$ cat config.mk
export PLATFORM = sky130hd
export DESIGN_NAME = bert_patgen
export DESIGN_NICKNAME = d
export VERILOG_FILES = /design/src/rtl/bert_pkg.sv /design/src/rtl/bert_rise_det.sv /design/src/rtl/bert_pat_seq.sv /design/src/rtl/bert_err_ins.sv /design/src/rtl/bert_patgen.sv
export SDC_FILE = /design/constraint.sdc
export NUM_CORES = 1
export LEC_CHECK = 0
export BUFFER_PORTS_ARGS = -buffer_cell sky130_fd_sc_hd__buf_2
export CAP_MARGIN = 40
export CELL_PAD_IN_SITES_DETAIL_PLACEMENT = 1
export CELL_PAD_IN_SITES_GLOBAL_PLACEMENT = 1
export CORE_UTILIZATION = 42
export CTS_CLUSTER_DIAMETER = 150
export CTS_CLUSTER_SIZE = 25
export DETAILED_ROUTE_END_ITERATION = 8
export PLACE_DENSITY = 0.8
export SYNTH_ARGS = -nofsm -noshare
export SYNTH_HDL_FRONTEND = slang
export SYNTH_SLANG_ARGS = --single-unit
export TNS_END_PERCENT = 5
$ cat constraint.sdc
create_clock -name clk_i -period 2.7 [get_ports clk_i]
set_input_delay 0.135 -clock clk_i [delete_from_list [all_inputs] [get_ports clk_i]]
set_output_delay 0.135 -clock clk_i [all_outputs]
set_load 0.005 [all_outputs]
$ cat src/rtl/bert_pkg.sv
package bert_pkg;
  typedef enum logic [1:0] {
    MODE_REP  = 2'b00,
    MODE_PRBS = 2'b01,
    MODE_ALT  = 2'b10,
    MODE_RSVD = 2'b11
  } mode_e;

  // period in bits for a decade rate code; 0 means off
  function automatic logic [31:0] rate_period(input logic [2:0] code);
    logic [31:0] p;
    p = 32'd1;
    for (int i = 0; i < 7; i++) begin
      if (i < int'(code)) p = p * 32'd10;
    end
    return p;
  endfunction
endpackage

$ cat src/rtl/bert_rise_det.sv
module bert_rise_det #(
  parameter int N = 2
) (
  input  logic         clk_i,
  input  logic         rst_ni,
  input  logic [N-1:0] lvl_i,
  output logic [N-1:0] rise_o
);
  logic [N-1:0] lvl_q;

  for (genvar g = 0; g < N; g++) begin : g_bit
    always_ff @(posedge clk_i or negedge rst_ni) begin
      if (!rst_ni) lvl_q[g] <= 1'b0;
      else         lvl_q[g] <= lvl_i[g];
    end
    assign rise_o[g] = lvl_i[g] & ~lvl_q[g];
  end
endmodule

$ cat src/rtl/bert_pat_seq.sv
module bert_pat_seq
  import bert_pkg::*;
#(
  parameter int WORD_W = 32,
  parameter int ALT_W  = 8,
  parameter int LFSR_W = 15,
  parameter int TAP_B  = 13
) (
  input  logic              clk_i,
  input  logic              rst_ni,
  input  logic              load_i,
  input  logic              adv_i,
  input  logic [1:0]        mode_i,
  input  logic [WORD_W-1:0] word_a_i,
  input  logic [WORD_W-1:0] word_b_i,
  input  logic [ALT_W-1:0]  alt_cnt_i,
  output logic              pat_o
);
  localparam int IDX_W = $clog2(WORD_W);
  localparam logic [IDX_W-1:0] IDX_TOP = IDX_W'(WORD_W - 1);

  mode_e             mode_q;
  logic [WORD_W-1:0] word_a_q, word_b_q;
  logic [ALT_W-1:0]  alt_q, rep_q;
  logic [IDX_W-1:0]  idx_q;
  logic              sel_b_q;
  logic [LFSR_W-1:0] lfsr_q, seed;
  logic [WORD_W-1:0] cur_word;
  logic              fb;

  assign seed     = (word_a_i[LFSR_W-1:0] == '0) ? '1 : word_a_i[LFSR_W-1:0];
  assign fb       = lfsr_q[LFSR_W-1] ^ lfsr_q[TAP_B];
  assign cur_word = (mode_q == MODE_ALT && sel_b_q) ? word_b_q : word_a_q;

  always_comb begin
    if (mode_q == MODE_PRBS) pat_o = lfsr_q[LFSR_W-1];
    else                     pat_o = cur_word[idx_q];
  end

  always_ff @(posedge clk_i or negedge rst_ni) begin
    if (!rst_ni) begin
      mode_q   <= MODE_REP;
      word_a_q <= '0;
      word_b_q <= '0;
      alt_q    <= '0;
      rep_q    <= '0;
      idx_q    <= IDX_TOP;
      sel_b_q  <= 1'b0;
      lfsr_q   <= '1;
    end else if (load_i) begin
      mode_q   <= mode_e'(mode_i);
      word_a_q <= word_a_i;
      word_b_q <= word_b_i;
      alt_q    <= alt_cnt_i;
      rep_q    <= '0;
      idx_q    <= IDX_TOP;
      sel_b_q  <= 1'b0;
      lfsr_q   <= seed;
    end else if (adv_i) begin
      if (mode_q == MODE_PRBS) begin
        lfsr_q <= {lfsr_q[LFSR_W-2:0], fb};
      end else begin
        idx_q <= (idx_q == '0) ? IDX_TOP : idx_q - 1'b1;
        // word boundary: count copies, swap words after alt_q+1 copies
        if (idx_q == '0 && mode_q == MODE_ALT) begin
          if (rep_q == alt_q) begin
            rep_q   <= '0;
            sel_b_q <= ~sel_b_q;
          end else begin
            rep_q <= rep_q + 1'b1;
          end
        end
      end
    end
  end
endmodule

$ cat src/rtl/bert_err_ins.sv
module bert_err_ins
  import bert_pkg::*;
#(
  parameter int RATE_W = 3,
  parameter int CNT_W  = 24
) (
  input  logic              clk_i,
  input  logic              rst_ni,
  input  logic              bit_en_i,
  input  logic              sbe_rise_i,
  input  logic [RATE_W-1:0] rate_i,
  output logic              err_o,
  output logic              auto_o,
  output logic              pend_o
);
  logic [RATE_W-1:0] rate_q;
  logic [CNT_W-1:0]  cnt_q, last;
  logic              rate_chg, req, pend_q;

  assign rate_chg = rate_i != rate_q;
  assign last     = CNT_W'(rate_period(3'(rate_i)) - 32'd1);
  assign auto_o   = bit_en_i && rate_i != '0 && !rate_chg && cnt_q == last;
  assign req      = sbe_rise_i | pend_q;
  assign err_o    = bit_en_i & (auto_o | req);
  assign pend_o   = pend_q;

  always_ff @(posedge clk_i or negedge rst_ni) begin
    if (!rst_ni) begin
      rate_q <= '0;
      cnt_q  <= '0;
      pend_q <= 1'b0;
    end else begin
      rate_q <= rate_i;
      if (rate_chg || rate_i == '0) cnt_q <= '0;
      else if (bit_en_i)            cnt_q <= auto_o ? '0 : cnt_q + 1'b1;
      // a request colliding with an automatic error waits one bit
      if (bit_en_i) pend_q <= req & auto_o;
      else          pend_q <= req;
    end
  end
endmodule

$ cat src/rtl/bert_patgen.sv
module bert_patgen #(
  parameter int WORD_W = 32,
  parameter int ALT_W  = 8,
  parameter int RATE_W = 3,
  parameter int LFSR_W = 15,
  parameter int CNT_W  = 24
) (
  input  logic              clk_i,
  input  logic              rst_ni,
  input  logic              en_i,
  input  logic              load_i,
  input  logic              sbe_i,
  input  logic [RATE_W-1:0] rate_sel_i,
  input  logic [ALT_W-1:0]  alt_cnt_i,
  input  logic [1:0]        mode_i,
  input  logic [WORD_W-1:0] word_a_i,
  input  logic [WORD_W-1:0] word_b_i,
  output logic              data_o
);
  logic [1:0] rise;
  logic       load_rise, sbe_rise, bit_en, pat, err, auto_err, sbe_pend, data_q;

  bert_rise_det #(.N(2)) u_rise (
    .clk_i (clk_i),
    .rst_ni(rst_ni),
    .lvl_i ({sbe_i, load_i}),
    .rise_o(rise)
  );
  assign load_rise = rise[0];
  assign sbe_rise  = rise[1];
  assign bit_en    = en_i & ~load_rise;

  bert_pat_seq #(
    .WORD_W(WORD_W),
    .ALT_W (ALT_W),
    .LFSR_W(LFSR_W),
    .TAP_B (LFSR_W - 2)
  ) u_seq (
    .clk_i    (clk_i),
    .rst_ni   (rst_ni),
    .load_i   (load_rise),
    .adv_i    (bit_en),
    .mode_i   (mode_i),
    .word_a_i (word_a_i),
    .word_b_i (word_b_i),
    .alt_cnt_i(alt_cnt_i),
    .pat_o    (pat)
  );

  bert_err_ins #(.RATE_W(RATE_W), .CNT_W(CNT_W)) u_err (
    .clk_i     (clk_i),
    .rst_ni    (rst_ni),
    .bit_en_i  (bit_en),
    .sbe_rise_i(sbe_rise),
    .rate_i    (rate_sel_i),
    .err_o     (err),
    .auto_o    (auto_err),
    .pend_o    (sbe_pend)
  );

  always_ff @(posedge clk_i or negedge rst_ni) begin
    if (!rst_ni)     data_q <= 1'b0;
    else if (bit_en) data_q <= pat ^ err;
  end
  assign data_o = data_q;
endmodule

Word-level counts from Yosys, hierarchy flattened:

Cells that the tools add are included.

* input port bits: 82
* bits in registers: 134
* word-level logic and storage cells: 104
* output and inout port bits: 1

* equality and inequality tests: 6
* reductions and logical operators: 20
* magnitude comparators: 8
* bitwise logic cells: 13
* add/sub/neg operators: 4
* multiplexer cells: 33
* multiply operators: 6

Operator list (count)
* $mux 32: 6
* $mul 32x3->31 const B: 4
* $mux 24: 4
* $mux 15: 4
* $mux 8: 5
* $mul 32x3->23 const B: 1
* $add 24x1->24 const B: 1
* $eq 24x24->1: 1
* $sub 24x1->24 const B: 1
* $mux 5: 4
* $logic_not 15->1: 1
* $reduce_bool 2->1: 5
* $lt 3x3->1 const A: 3
* $add 8x1->8 const B: 1
* $eq 8x8->1: 1
* $mux 1: 8
* $mul 4x3->7 const B: 1
* $lt 1x3->1 const A: 2
* $lt 2x3->1 const A: 2
* $lt 5x6->1 const B: 1
* $and 1x1->1: 5
* $bmux 1 s5: 1
* $logic_and 1x1->1: 5
* $logic_not 5->1: 1
* 16 further kinds: 22

Longest topological paths before layout:

Gate-level depths: netlist of the first run.

* depth in word-level cells: 20
* depth in mapped cells: 41
* gate-level depth less buffers: 35

Modules after synthesis:

A second synthesis of the first run with hierarchy kept.

* cells, all modules: 1069
* area total of the unflattened synthesis: 10440.0 um2

Modules (own cells, without submodules)
* bert_err_ins: seq. area each 700.7 um2, area each 5350.1 um2, instances 1, cells an instance 687
* bert_pat_seq: seq. area each 2602.5 um2, area each 4949.7 um2, instances 1, cells an instance 374
* bert_rise_det: seq. area each 50.0 um2, area each 77.6 um2, instances 1, cells an instance 4
* bert_patgen: seq. area each 25.0 um2, area each 62.6 um2, instances 1, cells an instance 4

Least setup slack after synthesis of the first run:

No wires, ideal clock.

* path type: input to register
* from: input rate_sel_i[2]
* to: register u_err.cnt_q[12]
* stages on the path: 41
* data required time: 2569 ps
* path buffers: 6
* arrival: 7589 ps
* library setup time: 131 ps
* setup slack: -5021 ps
* path through: buf_6 buf_8 a21oi_1 clkbuf_1 inv_1 ha_1 ha_1 o21ai_0 or2_2 a21oi_1 nor2_1 xor2_1 nor2_1 ha_1 ha_1 clkbuf_1 nand2_1 a21oi_1 (+5 left out) ha_1 ha_1 o21a_1 o31a_1 and2_1 ha_1 and2b_1 o311a_1 a32oi_1 or4_4 nor4_4 nand4_1 and4bb_1 nand4_2 buf_6 buf_6 o2111ai_1 nand3_1

* cells in the longest elaborated chain, start to end: 20
* elaborated cells on any way between the ends: 34
* classes of those cells: add/sub: 1; mul: 6; order compare: 7; eq/ne: 2; mux: 10; reduce/logical: 8

RTL lines
* start, declared: RTL line bert_patgen.sv:13 `input logic [RATE_W-1:0] rate_sel_i,`
* $lt 1x3->1: RTL line bert_pkg.sv:14 `if (i < int'(code)) p = p * 32'd10;`
* $mux 4: RTL line bert_pkg.sv:14
* $mul 4x3->7: RTL line bert_pkg.sv:14
* $mux 32: RTL line bert_pkg.sv:14
* $mul 32x3->31: RTL line bert_pkg.sv:14
* $mux 32: RTL line bert_pkg.sv:14
* $mul 32x3->31: RTL line bert_pkg.sv:14
* $mux 32: RTL line bert_pkg.sv:14
* (+3 left out)
* $mux 32: RTL line bert_pkg.sv:14
* $mul 32x3->23: RTL line bert_pkg.sv:14
* $mux 24: RTL line bert_pkg.sv:14
* $sub 24x1->24: RTL line bert_err_ins.sv:21 `assign last = CNT_W'(rate_period(3'(rate_i)) - 32'd1);`
* $eq 24x24->1: RTL line bert_err_ins.sv:22 `assign auto_o = bit_en_i && rate_i != '0 && !rate_chg && cnt_q == last;`
* $logic_and 1x1->1: RTL line bert_err_ins.sv:22
* $mux 24 (2 in series): RTL line bert_err_ins.sv:35 `else if (bit_en_i) cnt_q <= auto_o ? '0 : cnt_q + 1'b1;`
* $mux 24: RTL line bert_err_ins.sv:34 `if (rate_chg || rate_i == '0) cnt_q <= '0;`
* end signal, assigned: RTL line bert_err_ins.sv:35
* end, declared: RTL line bert_err_ins.sv:17 `logic [CNT_W-1:0] cnt_q, last;`

Several ways; a longest one is shown, not always the timed one. The select of a mux whose other input is x is not followed.
A chain may end at the register's enable or synchronous reset.

Final worst setup path of the first run:

* from: input rate_sel_i[1]
* to: register u_err.pend_q, in the netlist u_err.pend_o

* cells in the longest elaborated chain, start to end: 19
* elaborated cells on any way between the ends: 30
* classes of those cells: add/sub: 1; mul: 6; order compare: 7; eq/ne: 2; mux: 8; bitwise: 1; reduce/logical: 5

RTL lines
* $lt 1x3->1: RTL line bert_pkg.sv:14
* $mux 4: RTL line bert_pkg.sv:14
* $mul 4x3->7: RTL line bert_pkg.sv:14
* $mux 32: RTL line bert_pkg.sv:14
* $mul 32x3->31: RTL line bert_pkg.sv:14
* $mux 32: RTL line bert_pkg.sv:14
* $mul 32x3->31: RTL line bert_pkg.sv:14
* $mux 32: RTL line bert_pkg.sv:14
* (+3 left out)
* $mux 32: RTL line bert_pkg.sv:14
* $mul 32x3->23: RTL line bert_pkg.sv:14
* $mux 24: RTL line bert_pkg.sv:14
* $sub 24x1->24: RTL line bert_err_ins.sv:21
* $eq 24x24->1: RTL line bert_err_ins.sv:22
* $logic_and 1x1->1 (*): RTL line bert_err_ins.sv:22
* $and 1x1->1 (*): RTL line bert_err_ins.sv:37 `if (bit_en_i) pend_q <= req & auto_o;`
* $mux 1 (*): RTL line bert_err_ins.sv:37
* end signal, assigned: RTL line bert_err_ins.sv:37
* end signal, assigned: RTL line bert_err_ins.sv:38 `else pend_q <= req;`
* end, declared: RTL line bert_err_ins.sv:18 `logic rate_chg, req, pend_q;`

Mark *: on every way between the ends. The rest lies on a longest branch, timed or not.

==> reports/metrics.yaml, run 1 <==
die:
  dieArea_um2: 26200
  coreArea_um2: 25100
  ios: 83
  die_h_um: 162
  initial_core_util: 0.428
  die_w_um: 162
  num_rows: 58
placement:
  dpl.hpwl_mm: 27.0
  io_buffers: 82
  gp_congestion: 0.908
clock_tree:
  htreeDepth: 4
  clk_pin_slew_ns: 0.07
  cts_buffers: 17
  insertion_delay_ns: 0.46
  cts_buffer_depth: 2
  cts_tree: "built"
  clock-sinks: 134
  cts-root-buf: "clkbuf_16"
layout:
  syn_to_final_growth_pct: 41.3
  n_fill_cell: 2942
  multiInputGateArea_um2: 7370
  final_common_cell: "nand2_1"
  area.sequential_um2: 3380
  nNetsFinal: 1848
  drive_gt1_frac: 0.314
  final_cell_mix: "330 x nand2_1, 258 x buf_4, 114 x dfrtp_1"
worst_setup_path:
  r2r_cells: 11
  crit_path_max_fanout: 5
  cpPeakStageDelay_ns: 0.50
  endpoint_kind: "register"
  ff2ff_setup_slack_ns: -0.75
  crit_arrival_ns: 8.26
  crit_path_start_kind: "input port"
  path_common_cell: "ha_4"
  startpoint: "rate_sel_i[1]"
  r2r_start: "u_err.cnt_q[18]$_DFFE_PN0P_"
  worstPathRequired_ns: 3.07
  cpMaxStageDelayCell: "or4_4"
  worstSetupPathType: "input port to register"
timing:
  worst_pin_slew_ns: 0.711
  max_clock_freq_mhz: 127
  fin_crit_sh: 2.92
  max_slew_margin: 0.519
  rsz0062_at_grt: "yes"
  final.min_clock_period_ns: 7.89
  setup_ws_ns: -5.19
  finalSetupViolations: 25
  drv_slew: 0
  tns_ns: -124.24
  hold_viol: 0
  fin_skew_ns: 0.0168
route:
  ant_nets: 0
  drtIter0Drc: 2024
  drc: 0
  drt_wl_total_mm: 61.0
  avgRoutedWirePerCell_um: 30.2
  first_pass_iters: 7
  num_vias: 13800
  vias_per_cell: 6.84
grt:
  grt_pass1_wl_mm: 86.4
  grt_overflow: 0
  grt_pass1_vias: 14800
  antenna_found_initial: 4
  grt_use_total: 0.435
  grt_max_degree: 86
yosys:
  synth_seq_cells: 134
  synth_top_area_frac: 0.265
  synth.cell_area_um2: 10700
  synth_ff_type: "dfrtp_1"
  synth_edf_count: 0
  yosysWarnings: 0
  syn_avg_cell_area_um2: 8.25
  async_reset_ff_frac: 1.00
  synth_area_leader_cell: "dfrtp_1"
  yosysSeqAreaShare: 0.314
  synthDistinctLibCells: 93
  syn-instance-count: 1302
  synth_area_leaders: "dfrtp_1 27%, nand2_1 12%, ha_1 11%, dfstp_2 4.9%, mux4_2 4.2%"
run_status:
  failed_checks: "negative setup slack"
  outcome: "complete, but fails checks"
job:
  cap_violations: 0
power:
  power_w: 0.00919
  peakVddDrop_uv: 470
  p_leak_nw: 7.29
  powerDensity_nw_per_um2: 605
worst_hold_path:
  hold_path_class: "input port to async pin"
-- metrics by stage --
step,util,hold slack (ns),area (µm²),setup WS [ns],cells
finish,0.605,0.0977,15200,-5.19,2018
global route,0.604,0.101,15200,-5.37,2014
CTS,0.602,0.00583,15100,-3.89,2012
detailed placement,0.519,0.00712,13000,-4.65,1860
global placement,0.519,0.00617,13000,-4.29,1860
floorplan,-,-0.161,10900,-4.29,1306
-- kinds of logic after synthesis --
kind of cell | synth area share
AO/OA/AOI/OAI | 0.173
XOR/XNOR | 0.0277
adder cells (fa/ha/maj) | 0.115
flip-flops | 0.314
other | 0.000699
multiplexers | 0.0610
buffers and inverters | 0.0529
AND/OR/NAND/NOR | 0.255
-- metal layers --
metal / vias to the layer above / part of all wire / global-route usage
met1: 6644 / 0.34 / 0.471
met4: 2 / 0.099 / 0.356
li1: 5373 / - / -
met3: 544 / 0.10 / 0.105
met5: - / 0.00015 / 0
met2: 1248 / 0.46 / 0.723
-- synth_stat cells (11+ instances only) --
| cell type | number |
|---|---|
| o21ai_1 | 18 |
| a21oi_1 | 50 |
| a21o_1 | 12 |
| clkbuf_1 | 49 |
| o21ai_0 | 63 |
| nor2_1 | 61 |
| ha_1 | 94 |
| o21a_1 | 11 |
| nand2_1 | 335 |
| mux2i_1 | 16 |
| buf_2 | 12 |
| nand2b_1 | 15 |
| o22ai_1 | 23 |
| o211ai_1 | 16 |
| and3_1 | 20 |
| dfrtp_1 | 114 |
| nand4_1 | 17 |
| dfstp_2 | 20 |
| xor2_1 | 17 |
| xnor2_1 | 17 |
| mux4_2 | 20 |
| a211oi_1 | 15 |
| and2_1 | 14 |
| nor3_1 | 29 |
| or3_1 | 15 |
| nand3_1 | 35 |
| inv_1 | 38 |
-- final timing paths --
kind | endpoint
max in group asynchronous | u_seq.idx_q[1]$_DFFE_PN1P_
min in group clk_i | u_err.pend_o$_DFF_PN0_
min reg2reg | u_seq.lfsr_q[7]$_DFFE_PN1P_
min | u_seq.word_b_q[30]$_DFFE_PN0P_
max reg2reg | u_err.pend_o$_DFF_PN0_
max | u_err.pend_o$_DFF_PN0_
-- flip-flops by register name, indices dropped and copies added, names as in the netlist, 2 cells and up --
name	flops
u_seq.rep_q	8
u_err.rate_q	3
u_seq.idx_q	5
u_seq.word_b_q	32
u_err.cnt_q	24
u_rise.lvl_q	2
u_seq.word_a_q	32
u_seq.lfsr_q	15
u_seq.alt_q	8
u_seq.mode_q	2
-- report_power, final --
part | switching [W] | internal (W)
registers | 0.000314 | 0.00231
logic | 0.00224 | 0.00178
clock network | 0.00128 | 0.00125
total | 0.00384 | 0.00535
-- final cells by class --
cell class                      count  area share
Clock inverter                     15      0.0115
Antenna cell                        6    0.000989
Tap cell                          330      0.0272
Multi-Input combinational cell   1051       0.486
Inverter                           41      0.0105
Timing Repair Buffer              424       0.214
Sequential cell                   134       0.222
Clock buffer                       17      0.0280
-- critical path: cells and delay by family --
family                   cells  cell delay, ns
XOR/XNOR                     2            0.51
buffers and inverters        8            1.01
AND/OR/NAND/NOR             11            2.59
adder cells (fa/ha/maj)      9            2.54
AO/OA/AOI/OAI                7            1.45
-- what timing repair did --
| action | 4_1_cts | 5_1_grt |
|---|---|---|
| endpoints found under the hold margin | 191 | 0 |
| gates resized for setup | 64 | 20 |
| hold buffers | 76 | 0 |
| setup buffers | 44 | 0 |
| setup endpoints to repair | 25 | 32 |
| pin swaps | 36 | 3 |
(Power assumes the default switching activity.)
==> inputs of run 2 (changes only) <==
Clock period 2.7 ns to 7 ns, I/O delays scaled along.
==> run 2 against run 1 <==
Compared with the run above:
- the run now ends clean
- non-clock buffer count fell by 221
- sequential share of layout area up 3.4 points
- highest routed layer is now met4
- final cell count down 11%
==> reports/metrics.yaml, run 2 (synthesis results as in run 1) <==
timing:
  max_slew_margin: 0.469  # -0.0504
  hold_viol: 0  # unchanged
  final.min_clock_period_ns: 6.95
  max_clock_freq_mhz: 144
  tns_ns: 0  # +124.24 ns
  drv_slew: 0  # unchanged
  worst_pin_slew_ns: 0.797  # +0.0856 ns
  finalSetupViolations: 0  # -100%
  fin_crit_sh: 0.993
  fin_skew_ns: 0.0176  # +0.000832 ns
  holdWs_ns: 0.0640  # -0.0337 ns
  rsz0062_at_grt: "yes"
layout:
  fin_area_um2: 13200  # -13%
  fin_cells: 1792  # -11%
  syn_to_final_growth_pct: 22.6
  top_regs: "u_seq.word_a_q (32), u_seq.word_b_q (32), u_err.cnt_q (24)"
  final_cell_mix: "333 x nand2_1, 114 x dfrtp_1, 112 x buf_4"
  final_common_cell: "nand2_1"
  drive_gt1_frac: 0.246  # -0.0682
  nNetsFinal: 1627  # -12%
grt:
  grt_overflow: 0  # unchanged
  grt_use_total: 0.277  # -0.158
  grt_pass1_wl_mm: 58.1  # -33%
  grt_pass1_vias: 11300  # -23%
  antenna_found_initial: 1  # -3
  grt_max_degree: 77  # -10%
die:
  die_h_um: 162  # unchanged
  die_w_um: 162  # unchanged
  dieArea_um2: 26200  # unchanged
  num_rows: 58  # unchanged
  initial_core_util: 0.428  # unchanged
  coreArea_um2: 25100  # unchanged
  ios: 83  # unchanged
worst_setup_path:
  worstPathRequired_ns: 7.31  # +4.24 ns
  crit_arrival_ns: 7.26  # -1.00 ns
  critical_path_buf_inv_count: 5  # -3
  crit_path_max_fanout: 5  # unchanged
  critPathTopFamily: "simple AND/OR/NAND/NOR gates"
  cpPeakStageDelay_ns: 0.44  # -0.06 ns
  r2r_cells: 11  # unchanged
  endpoint_kind: "register"
  crit_path_start_kind: "input port"
  ff2ff_setup_slack_ns: 3.77  # +4.52 ns
  worstSetupPathType: "input port to register"
  r2r-end: "u_err.cnt_q[22]$_DFFE_PN0P_"
  cpMaxStageDelayCell: "or4_4"
  path_common_cell: "ha_4"
  r2r_start: "u_err.cnt_q[0]$_DFFE_PN0P_"
job:
  cap_violations: 0  # unchanged
power:
  power_w: 0.00302  # -67%
  powerDensity_nw_per_um2: 229  # -62%
  peakVddDrop_uv: 155  # -67%
  p_leak_nw: 6.25  # -14%
run_status:
  outcome: "complete, no violations"
worst_hold_path:
  min_to: "u_rise.lvl_q[1]$_DFF_PN0_"
  hold_path_class: "input port to register"
  min_from: "sbe_i"
  holdPathStages: 1
route:
  drc: 0  # unchanged
  num_vias: 10500  # -24%
  drt_wl_total_mm: 35.6  # -42%
  drtIter0Drc: 668  # -67%
  vias_per_cell: 5.87  # -14%
  ant_nets: 0  # unchanged
  first_pass_iters: 5  # -2
  avgRoutedWirePerCell_um: 19.8  # -34%
clock_tree:
  htreeDepth: 4  # unchanged
  clk_pin_slew_ns: 0.07  # about the same
  clock-sinks: 134  # unchanged
  cts_buffer_depth: 2  # unchanged
  cts-root-buf: "clkbuf_16"
  insertion_delay_ns: 0.43  # -0.03 ns
  cts_tree: "built"
  cts_buffers: 17  # unchanged
placement:
  dpl.hpwl_mm: 25.3  # -6.5%
  dpl_cell_area_um2: 12200  # -6.6%
  gp_congestion: 0.907  # about the same
  io_buffers: 82  # unchanged
  dp_cells: 1749  # -6.0%
==> run 2: cell count changes in the layout (fill, tap and decap cells not counted), moves of 4 or more <==
cell | before | now
buf_4 | 258 | 112
dlygate4sd3_1 | 76 | 1
ha_1 | 72 | 80
o21ai_2 | 10 | 2
ha_4 | 20 | 13
diode_2 | 6 | 1
o21ai_1 | 23 | 27
==> run 2: worst max path at each step <==
| stage | start | end | slack (ns) | depth (start not counted) |
|---|---|---|---|---|
| finish | rate_sel_i[1] | u_err.cnt_q[2]$_DFFE_PN0P_ | 0.05 | 37 |
| global route | rate_sel_i[1] | u_err.cnt_q[6]$_DFFE_PN0P_ | -0.32 | 38 |
| CTS | rate_sel_i[1] | u_err.cnt_q[16]$_DFFE_PN0P_ | 0.008 | 35 |
| detailed placement | rate_sel_i[1] | u_err.cnt_q[10]$_DFFE_PN0P_ | -0.66 | 32 |
| global placement | rate_sel_i[1] | data_o$_DFFE_PN0P_ | -0.30 | 32 |
| floorplan | rate_sel_i[2] | u_err.cnt_q[12]$_DFFE_PN0P_ | -0.21 | 41 |
==> run 2: routing by layer <==
layer / wire length, µm / up-vias / track usage
met5: 0 / - / 0
met4: 633 / 0 / 0.0768
met3: 1420 / 58 / 0.0378
met2: 17900 / 238 / 0.479
met1: 15600 / 5275 / 0.361
li1: - / 4940 / -
==> run 2: area by class of cell <==
type,instances,area [µm²]
Inverter,41,160
Clock buffer,17,425
Timing Repair Buffer,203,1380
Sequential cell,134,3380
Tap cell,330,413
Fill cell,3024,11900
Antenna cell,1,2.50
Multi-Input combinational cell,1051,7220
Clock inverter,15,186
==> run 2: timing repair <==
item	4_1_cts	5_1_grt
hold buffers	1	0
endpoints found under the setup margin	25	25
pin swaps	17	28
endpoints found under the hold margin	52	0
resized for setup	27	30
setup buffers	5	2
cloned	2	0
==> run 2: power by group <==
part | total [W] | switching (W) | internal [W]
Sequential | 0.000974 | 0.0000819 | 0.000892
Combinational | 0.00110 | 0.000585 | 0.000517
Clock | 0.000940 | 0.000399 | 0.000541
==> run 2: through the flow <==
step,util,setup WS (ns)
final,0.525,0.0457
after global routing,0.525,-0.324
after CTS,0.518,0.00798
after detailed placement,0.485,-0.661
after global placement,0.484,-0.299
after floorplan,-,-0.206
